### config.mk
export PLATFORM = sky130hd
export DESIGN_NAME = dma_addr_gen
export DESIGN_NICKNAME = d
export VERILOG_FILES = /design/src/rtl/dmaag_pkg.sv /design/src/rtl/dmaag_page_file.sv /design/src/rtl/dmaag_channel.sv /design/src/rtl/dma_addr_gen.sv
export SDC_FILE = /design/constraint.sdc
export NUM_CORES = 2
export LEC_CHECK = 0
export BUFFER_PORTS_ARGS = -buffer_cell sky130_fd_sc_hd__buf_2
export CAP_MARGIN = 20
export CORE_ASPECT_RATIO = 0.6
export CORE_UTILIZATION = 35
export DETAILED_ROUTE_END_ITERATION = 10
export GPL_TIMING_DRIVEN = 0
export PLACE_DENSITY = 0.49
export SLEW_MARGIN = 20
export SYNTH_ARGS = -nofsm -noshare
export SYNTH_HDL_FRONTEND = slang
export SYNTH_SLANG_ARGS = --single-unit
### constraint.sdc
create_clock -name clk -period 3 [get_ports clk]
set_input_delay 0.3 -clock clk [delete_from_list [all_inputs] [get_ports clk]]
set_output_delay 0.3 -clock clk [all_outputs]
set_load 0.005 [all_outputs]
### src/rtl/dmaag_pkg.sv
package dmaag_pkg;

    typedef enum logic {
        CH_PARKED  = 1'b0,
        CH_RUNNING = 1'b1
    } ch_state_e;

    // Page-port decode: returns {hit, channel}. The channel order is fixed behaviour.
    function automatic logic [3:0] page_port_decode(input logic [7:0] port);
        logic [3:0] r;
        unique case (port)
            8'h81:   r = 4'b1_010;
            8'h82:   r = 4'b1_011;
            8'h83:   r = 4'b1_001;
            8'h89:   r = 4'b1_110;
            8'h8A:   r = 4'b1_111;
            8'h8B:   r = 4'b1_101;
            default: r = 4'b0_000;
        endcase
        return r;
    endfunction

endpackage

### src/rtl/dmaag_page_file.sv
module dmaag_page_file
    import dmaag_pkg::*;
#(
    parameter int NUM_CH = 8,
    parameter int PAGE_W = 8
) (
    input  logic                           clk,
    input  logic                           rst_n,
    input  logic                           io_wr,
    input  logic                           io_rd,
    input  logic [7:0]                     io_port,
    input  logic [PAGE_W-1:0]              io_wdata,
    output logic [PAGE_W-1:0]              io_rdata,
    output logic                           io_hit,
    output logic [NUM_CH-1:0][PAGE_W-1:0]  pages
);
    localparam int CH_W = $clog2(NUM_CH);

    logic [3:0]      dec;
    logic [CH_W-1:0] sel;

    always_comb begin
        dec    = page_port_decode(io_port);
        io_hit = dec[3];
        sel    = CH_W'(dec[2:0]);
    end

    always_ff @(posedge clk or negedge rst_n) begin
        if (!rst_n) begin
            pages <= '0;
        end else if (io_wr && io_hit) begin
            pages[sel] <= io_wdata;
        end
    end

    always_comb begin
        io_rdata = '0;
        if (io_rd && io_hit) io_rdata = pages[sel];
    end

endmodule

### src/rtl/dmaag_channel.sv
module dmaag_channel
    import dmaag_pkg::*;
#(
    parameter int PAGE_W    = 8,
    parameter int OFS_W     = 16,
    parameter bit WORD_MODE = 1'b0
) (
    input  logic                      clk,
    input  logic                      rst_n,
    input  logic                      load,
    input  logic [OFS_W-1:0]          ld_addr,
    input  logic [OFS_W-1:0]          ld_count,
    input  logic                      ld_auto,
    input  logic                      ld_down,
    input  logic                      step,
    input  logic [PAGE_W-1:0]         page,
    output logic [PAGE_W+OFS_W-1:0]   phys,
    output logic                      running,
    output logic                      tc
);
    ch_state_e         state, state_nxt;
    logic [OFS_W-1:0]  base_a, base_c, cur_a, cur_c, next_a;
    logic              auto_q, down_q, last_unit;

    assign last_unit = (cur_c == '0);
    assign next_a    = down_q ? cur_a - 1'b1 : cur_a + 1'b1;

    // Next-state logic: ARM, RELOAD, STEP, EXPIRE
    always_comb begin
        state_nxt = state;
        unique case (state)
            CH_PARKED:  if (load) state_nxt = CH_RUNNING;
            CH_RUNNING: if (!load && step && last_unit && !auto_q)
                            state_nxt = CH_PARKED;
            default:    state_nxt = CH_PARKED;
        endcase
    end

    always_ff @(posedge clk or negedge rst_n) begin
        if (!rst_n) state <= CH_PARKED;
        else        state <= state_nxt;
    end

    always_ff @(posedge clk or negedge rst_n) begin
        if (!rst_n) begin
            base_a <= '0; base_c <= '0; cur_a <= '0; cur_c <= '0;
            auto_q <= 1'b0; down_q <= 1'b0; tc <= 1'b0;
        end else begin
            tc <= 1'b0;
            if (load) begin
                base_a <= ld_addr;  cur_a <= ld_addr;
                base_c <= ld_count; cur_c <= ld_count;
                auto_q <= ld_auto;  down_q <= ld_down;
            end else if (step && state == CH_RUNNING) begin
                if (last_unit) begin
                    tc <= 1'b1;
                    if (auto_q) begin
                        cur_a <= base_a;
                        cur_c <= base_c;
                    end else begin
                        cur_a <= next_a;
                    end
                end else begin
                    cur_a <= next_a;
                    cur_c <= cur_c - 1'b1;
                end
            end
        end
    end

    // Outputs
    always_comb running = (state == CH_RUNNING);

    generate
        if (WORD_MODE) begin : g_word
            always_comb phys = {page[PAGE_W-1:1], cur_a, 1'b0};
        end else begin : g_byte
            always_comb phys = {page, cur_a};
        end
    endgenerate

endmodule

### src/rtl/dma_addr_gen.sv
module dma_addr_gen
    import dmaag_pkg::*;
#(
    parameter int NUM_CH     = 8,
    parameter int CASCADE_CH = 4,
    parameter int WORD_FIRST = 4,
    parameter int PAGE_W     = 8,
    parameter int OFS_W      = 16,
    localparam int CH_W      = $clog2(NUM_CH),
    localparam int PHYS_W    = PAGE_W + OFS_W
) (
    input  logic              clk,
    input  logic              rst_n,
    input  logic              cfg_we,
    input  logic [CH_W-1:0]   cfg_ch,
    input  logic [OFS_W-1:0]  cfg_addr,
    input  logic [OFS_W-1:0]  cfg_count,
    input  logic              cfg_auto,
    input  logic              cfg_down,
    input  logic              xfer_req,
    input  logic [CH_W-1:0]   xfer_ch,
    output logic [PHYS_W-1:0] phys_addr,
    output logic [NUM_CH-1:0] tc_vec,
    output logic [NUM_CH-1:0] chan_active,
    input  logic              io_wr,
    input  logic              io_rd,
    input  logic [7:0]        io_port,
    input  logic [PAGE_W-1:0] io_wdata,
    output logic [PAGE_W-1:0] io_rdata,
    output logic              io_hit
);
    logic [NUM_CH-1:0][PAGE_W-1:0] pages;
    logic [NUM_CH-1:0][PHYS_W-1:0] phys_arr;

    dmaag_page_file #(.NUM_CH(NUM_CH), .PAGE_W(PAGE_W)) u_pages (
        .clk(clk), .rst_n(rst_n), .io_wr(io_wr), .io_rd(io_rd),
        .io_port(io_port), .io_wdata(io_wdata), .io_rdata(io_rdata),
        .io_hit(io_hit), .pages(pages)
    );

    generate
        for (genvar g = 0; g < NUM_CH; g++) begin : g_ch
            if (g == CASCADE_CH) begin : g_link
                assign phys_arr[g]    = '0;
                assign chan_active[g] = 1'b0;
                assign tc_vec[g]      = 1'b0;
            end else begin : g_xfer
                dmaag_channel #(
                    .PAGE_W(PAGE_W), .OFS_W(OFS_W),
                    .WORD_MODE(g >= WORD_FIRST)
                ) u_ch (
                    .clk(clk), .rst_n(rst_n),
                    .load(cfg_we && cfg_ch == CH_W'(g)),
                    .ld_addr(cfg_addr), .ld_count(cfg_count),
                    .ld_auto(cfg_auto), .ld_down(cfg_down),
                    .step(xfer_req && xfer_ch == CH_W'(g)),
                    .page(pages[g]), .phys(phys_arr[g]),
                    .running(chan_active[g]), .tc(tc_vec[g])
                );
            end
        end
    endgenerate

    assign phys_addr = phys_arr[xfer_ch];

endmodule

# Word-level counts from Yosys, hierarchy flattened
# Cells that the tools add are included.
# classes
n_addsub,21
order_cmp,3
eq_ne,25
mux,114
bitwise_logic,7
reduce_logical,82
# op_table
cell,n
16-bit 2-to-1 mux,63
"16-bit by 1-bit subtractor with 16-bit output, second input constant",14
"16-bit by 1-bit adder with 16-bit output, second input constant",7
16-bit logical NOT,7
24-bit binary-select mux with 3-bit select,1
64-bit bitwise mux,1
"8-bit equality test, second input constant",6
1-bit logical AND,45
1-bit 2-to-1 mux,35
8-bit binary-select mux with 3-bit select,1
8-bit demux with 3-bit select,1
24-bit 2-to-1 mux,1
8-bit 2-to-1 mux,3
4-bit case mux with 6 select lines,1
"3-bit by 1-bit inequality test with 1-bit output, second input constant",7
"3-bit equality test, second input constant",6
1-bit logical NOT,14
1-bit case mux with 2 select lines,7
2-bit AND reduction,7
2-bit nonzero test,7
"3-bit by 2-bit equality test with 1-bit output, second input constant",4
"3-bit by 4-bit < comparator with 1-bit output, second input constant",2
1-bit inverter,7
"3-bit by 1-bit equality test with 1-bit output, second input constant",2
other kinds (2),3
# totals
regBits,540
inputBits,62
out_inout_bits,49

# Longest topological paths before layout
# depth
word_depth,8
mapped_depth,10

# Hierarchy
# A second synthesis with hierarchy kept.
# hier_totals
hier_cells,3636
area_unflattened_um2,33029.2
# modules_own_cells
module,n_inst,cells_each,area_each_um2,seq_area_each_um2
dmaag_channel (g_ch[0].g_xfer.u_ch ...),2,459,4103.9,1701.6
dmaag_channel (g_ch[5].g_xfer.u_ch ...),2,463,4085.2,1701.6
dmaag_channel (g_ch[2].g_xfer.u_ch),1,466,4098.9,1701.6
dmaag_channel (g_ch[3].g_xfer.u_ch),1,462,4081.4,1701.6
dmaag_channel (g_ch[7].g_xfer.u_ch),1,460,4075.2,1701.6
dmaag_page_file,1,204,2785.2,1601.5
dma_addr_gen,1,200,1610.3,0.0

# Worst setup path before layout
# Ideal clock, no wire load.
# synth_timing
path_type,reg-to-reg
start,register g_ch[6].g_xfer.u_ch.down_q
end,register g_ch[6].g_xfer.u_ch.cur_a[10]
arrival_ns,2.575
path_slack_ns,0.299
stages_incl_launch_ff,9
path_buffers,0
period_less_slack_ns,2.701
path_cell_list,dfrtp_1 -> fa_1 -> a21oi_1 -> o21ai_0 -> a2111oi_0 -> o31ai_1 -> a21oi_1 -> xnor2_1 -> a221o_1
# synth_via
elab_chain_cells,5
# synth_lines
item,line_no,rtl
start: declaration,dmaag_channel.sv:23,"logic auto_q, down_q, last_unit;"
start signal: assignment,dmaag_channel.sv:53,auto_q <= ld_auto; down_q <= ld_down;
16-bit 2-to-1 mux *,dmaag_channel.sv:26,assign next_a = down_q ? cur_a - 1'b1 : cur_a + 1'b1;
16-bit 2-to-1 mux,dmaag_channel.sv:57,if (auto_q) begin
16-bit 2-to-1 mux *,dmaag_channel.sv:55,if (last_unit) begin
16-bit 2-to-1 mux *,dmaag_channel.sv:54,end else if (step && state == CH_RUNNING) begin
16-bit 2-to-1 mux *,dmaag_channel.sv:50,if (load) begin
end signal: assignment,dmaag_channel.sv:51,base_a <= ld_addr; cur_a <= ld_addr;
end signal: assignment,dmaag_channel.sv:58,cur_a <= base_a;
end signal: assignment,dmaag_channel.sv:61,cur_a <= next_a;
end: declaration,dmaag_channel.sv:22,"logic [OFS_W-1:0] base_a, base_c, cur_a, cur_c, next_a;"
# Mark *: on every way between the ends. The rest lies on a longest branch, timed or not. The select of a mux whose other input is x is not followed.
# A chain may end at the register's enable or synchronous reset.

# Worst setup path in the final report
# layout_timing
start,input port xfer_ch[0]
end,output port phys_addr[8]
# layout_via
elab_chain_cells,2
# layout_lines
item,line_no,rtl
start: declaration,dma_addr_gen.sv:21,"input logic [CH_W-1:0] xfer_ch,"
24-bit binary-select mux with 3-bit select,dma_addr_gen.sv:64,assign phys_addr = phys_arr[xfer_ch];
24-bit 2-to-1 mux (not written as such),dma_addr_gen.sv:64,
end: declaration,dma_addr_gen.sv:22,"output logic [PHYS_W-1:0] phys_addr,"
# Every way passes these cells. The select of a mux whose other input is x is not followed.

==> out/summary.json <==
{
  "global_routing": {
    "maximum_number_of_pins_on_one_net_before_global_route_repair": 93,
    "busiest_layer": "met1",
    "use_met2_pct": 35.0,
    "grt_pass1_wl_um": 189000,
    "first_global_vias": 27100,
    "grt.overflow.total": 0,
    "grt_use_met3_pct": 9.62,
    "initial_antenna_violation_count": 14,
    "total_routing_usage_gr_pct": 27.7,
    "global_route.usage.met1_pct": 43.5
  },
  "synthesis": {
    "number_of_synthesized_flops_with_an_enable_pin": 0,
    "avgSynthCellArea_um2": 8.47,
    "synth-warning-count": 0,
    "synthesis.area_um2": 31700,
    "synth_sequential_area_ratio_pct": 42.4,
    "syn-instance-count": 3745,
    "yosys.cell_types.count": 84,
    "ys_seq_elements": 537,
    "synth_ff_type": "sky130_fd_sc_hd__dfrtp_1",
    "async_reset_ff_share_pct": 100
  },
  "detailed_routing": {
    "remaining_number_of_nets_flagged_by_the_antenna_check_after_routing": 0,
    "drt_wl_total_um": 129000,
    "drt_iter0_drc": 3083,
    "avgViaCountPerCell": 5.70,
    "drt_first_pass_iters": 8,
    "vias": 29600,
    "wl_per_cell_um": 24.8,
    "drc_errors": 0
  },
  "setup_path": {
    "crit_path_launch_type": "primary input",
    "worst_reg2reg_path_length_in_cells": 6,
    "worstSetupPathType": "primary input to output port",
    "critical_path.cell_chain": "buf_2 -> clkbuf_4 -> nor2b_2 -> clkbuf_1 -> a221oi_1 -> nor2_1 -> buf_2",
    "critPathMaxStageDelay_ns": 0.59,
    "cp_num_cells": 7,
    "ff2ff_setup_slack_ns": 0.06,
    "path_common_cell": "sky130_fd_sc_hd__buf_2",
    "crit-reg2reg-launch": "g_ch[6].g_xfer.u_ch.cur_c[6]",
    "cp-end-kind": "output port",
    "crit_arrival_ns": 2.65,
    "worst_ep_required_time_ns": 2.70,
    "critical_path.top_delay_family": "buffers and inverters",
    "setup.worst_path.end": "phys_addr[8]",
    "rr_endpoint": "g_ch[6].g_xfer.u_ch.running",
    "critical_path_peak_fanout": 14,
    "wp_buf_inv": 4,
    "crit_path_top_delay_cell": "sky130_fd_sc_hd__a221oi_1",
    "crit_path_start": "xfer_ch[0]"
  },
  "timing": {
    "maxSlewHeadroom_pct": 24.3,
    "timing.final.crit_share_pct": 98.5,
    "finClkSkew_ns": 0.0355,
    "setup-violations-final": 0,
    "max_slew.worst_pin.slew_ns": 1.13,
    "maxClockFrequency_ghz": 0.339,
    "maxSlewViolCount": 0,
    "final.setup.worst_slack_ns": 0.0459,
    "timing.hold.ws_ns": 0.0338,
    "timing.final.hold_violations": 0,
    "layout_min_cycle_time_ns": 2.95
  },
  "cts": {
    "cts_htree_levels": 2,
    "clock_tree.buffer_depth": 3,
    "tritoncts.num_buffers": 57,
    "post_cts_clock_slew_at_the_launch_and_capture_registers_of_the_worst_setup_and_hold_paths_ns": 0.07,
    "worstSkewPairLatency_ns": 0.67,
    "cts_tree": "yes",
    "clock-root-buffer": "sky130_fd_sc_hd__clkbuf_16",
    "clock-sinks": 537
  },
  "power": {
    "p_leak_nw": 16.5,
    "powerDensity_nw_per_um2": 788,
    "worst_ir_drop_vdd_uv": 521
  },
  "die": {
    "initial_utilization_pct": 35.3,
    "floorplan.rows": 85,
    "core_footprint_um2": 89800,
    "die_area_um2": 91900,
    "die_w_um": 391,
    "die_height_um": 235,
    "io-pin-count": 111
  },
  "finish": {
    "nNetsFinal": 4097,
    "total_area_of_multi_input_combinational_cells_um2": 17200,
    "layout.area.seq_um2": 13400,
    "fin_area_um2": 36300,
    "area.growth.synth_to_final_pct": 14.6,
    "final-instance-count-excl-fill": 5187,
    "n_fill_cell": 9185,
    "drive_gt1_share_pct": 11.4,
    "finalCoreUtilization_pct": 40.5
  },
  "job": {
    "cap_viol_max_count": 0
  },
  "run_status": {
    "run_status": "completed"
  },
  "place": {
    "place.port_buffers": 82,
    "postPlaceCellArea_um2": 33900,
    "gp_routability_congestion": 0.929,
    "post-dp-hpwl_um": 92400,
    "dp_slack_ns": -1.02,
    "placedCellCount": 5057
  },
  "worst_hold_path": {
    "hold_wc_path_type": "primary input to register"
  }
}
-- sequential cells by signal, indices dropped and copies added (netlist names), 61 cells and up --
name                     cells
g_ch.g_xfer.u_ch.cur_c     112
g_ch.g_xfer.u_ch.base_a    112
g_ch.g_xfer.u_ch.base_c    112
u_pages.pages               61
g_ch.g_xfer.u_ch.cur_a     112
-- power breakdown --
part           switching [W]  internal, W  total (W)
registers            0.00229      0.00890     0.0112
clock network        0.00339      0.00433    0.00771
logic                0.00557      0.00418    0.00975
total                 0.0112       0.0174     0.0287
-- per-layer routing --
| metal | vias up | wire length, um |
|---|---|---|
| li1 | 13600 | - |
| met4 | 6 | 2800 |
| met3 | 161 | 14600 |
| met2 | 1203 | 48200 |
| met5 | - | 34 |
| met1 | 14500 | 63000 |
-- repair_timing --
item / 4_1_cts / 5_1_grt
resized for setup: 42 / 36
pin swaps: 0 / 4
hold buffers: 9 / 0
setup buffers: 0 / 13
setup endpoints to repair: 99 / 124
endpoints found under the hold margin: 107 / 0
-- kinds of logic after synthesis --
kind of cell	share of synthesized area (%)
and+or+nand+nor	21.5
AOI/OAI and AO/OA	19.3
DFF	42.4
buffers and inverters	4.13
adders and majority gates	4.86
xor gates and xnor gates	3.18
muxes	4.64
other	0.0118
-- worst min-delay path by stage --
| stage | start | endpoint | slack, ns | cells past startpoint |
|---|---|---|---|---|
| floorplan | rst_n | g_ch[0].g_xfer.u_ch.auto_q | 0.004 | 0 |
| global placement | u_pages.pages[39] | u_pages.pages[39] | 0.45 | 1 |
| detailed placement | rst_n | g_ch[0].g_xfer.u_ch.base_c[6] | 0.30 | 1 |
| CTS | cfg_addr[1] | g_ch[2].g_xfer.u_ch.base_a[1] | 0.003 | 3 |
| global route | cfg_addr[12] | g_ch[5].g_xfer.u_ch.base_a[12] | 0.03 | 3 |
| finish | cfg_count[13] | g_ch[3].g_xfer.u_ch.base_c[13] | 0.03 | 3 |
-- area by class of cell --
cell class	instances	share of cell area [%]
diodes	5	0.0344
plain buffers	244	3.15
clock buffers	76	4.46
clock inverters	31	0.967
inverters	57	0.589
multi-input cells	2904	47.3
flip-flops and latches	537	37.0
well taps	1218	4.19
repair buffers	115	2.33
-- layout by cell type, fill, tap and decap left out, types with 18 or more instances in the layout --
cell type,instances
sky130_fd_sc_hd__nand2_1,942
sky130_fd_sc_hd__dfrtp_1,530
sky130_fd_sc_hd__nor2_1,295
sky130_fd_sc_hd__a21oi_1,282
sky130_fd_sc_hd__o21ai_0,227
sky130_fd_sc_hd__clkbuf_1,160
sky130_fd_sc_hd__ha_1,112
sky130_fd_sc_hd__buf_2,103
sky130_fd_sc_hd__mux2_2,73
sky130_fd_sc_hd__xnor2_1,70
sky130_fd_sc_hd__nand3_1,64
sky130_fd_sc_hd__o221ai_1,59
sky130_fd_sc_hd__a211oi_1,58
sky130_fd_sc_hd__clkbuf_16,58
sky130_fd_sc_hd__inv_1,57
sky130_fd_sc_hd__o211ai_1,57
sky130_fd_sc_hd__nor3_1,53
sky130_fd_sc_hd__a31oi_1,53
sky130_fd_sc_hd__and3_1,51
sky130_fd_sc_hd__xor2_1,45
sky130_fd_sc_hd__buf_4,42
sky130_fd_sc_hd__a21o_1,33
sky130_fd_sc_hd__or3_1,24
sky130_fd_sc_hd__mux4_2,24
sky130_fd_sc_hd__a221oi_1,22
sky130_fd_sc_hd__o31ai_1,21
sky130_fd_sc_hd__nor4_1,21
sky130_fd_sc_hd__clkbuf_2,20
sky130_fd_sc_hd__nor2b_1,18
sky130_fd_sc_hd__o22ai_1,18
sky130_fd_sc_hd__a22oi_1,18
-- per-stage QoR --
stage	TNS, ns	power (W)
after CTS	0	0.0284
after global routing	-0.0113	0.0303
after global placement	-5635.26	0.0205
after floorplan	0	0.0173
after detailed placement	-43.29	0.0205
final	0	0.0287
-- worst min-delay path: cells and delay by family --
kind | cells | cell delay [ns]
buffers and inverters | 1 | 0.21
and+or+nand+nor | 2 | 0.14
-- synth_stat cells, drive strengths merged (7+ instances only) --
cell,instances,area share [%]
a211oi,60,1.4
a21o,33,0.78
a21oi,282,4.4
a221o,7,0.22
a221oi,22,0.61
a22oi,18,0.43
a31oi,54,1.1
and2,8,0.16
and3,51,1.0
buf,72,1.4
clkbuf,176,2.1
dfrtp,537,42
fa,7,0.44
ha,112,4.4
inv,57,0.67
mux2,73,2.6
mux2i,11,0.35
mux4,24,1.7
nand2,943,11
nand2b,17,0.34
nand3,67,1.1
nand4,15,0.30
nor2,298,3.5
nor2b,20,0.39
nor3,63,1.0
nor3b,9,0.21
nor4,27,0.65
o211ai,57,1.3
o21a,17,0.40
o21ai,250,4.0
o21bai,12,0.28
o221ai,59,1.6
o22ai,18,0.36
o311ai,9,0.25
o31ai,21,0.50
or2,9,0.18
or3,25,0.51
or4,12,0.32
xnor2,70,1.9
xor2,45,1.2
Note: power is estimated with default switching activity, not from simulation.
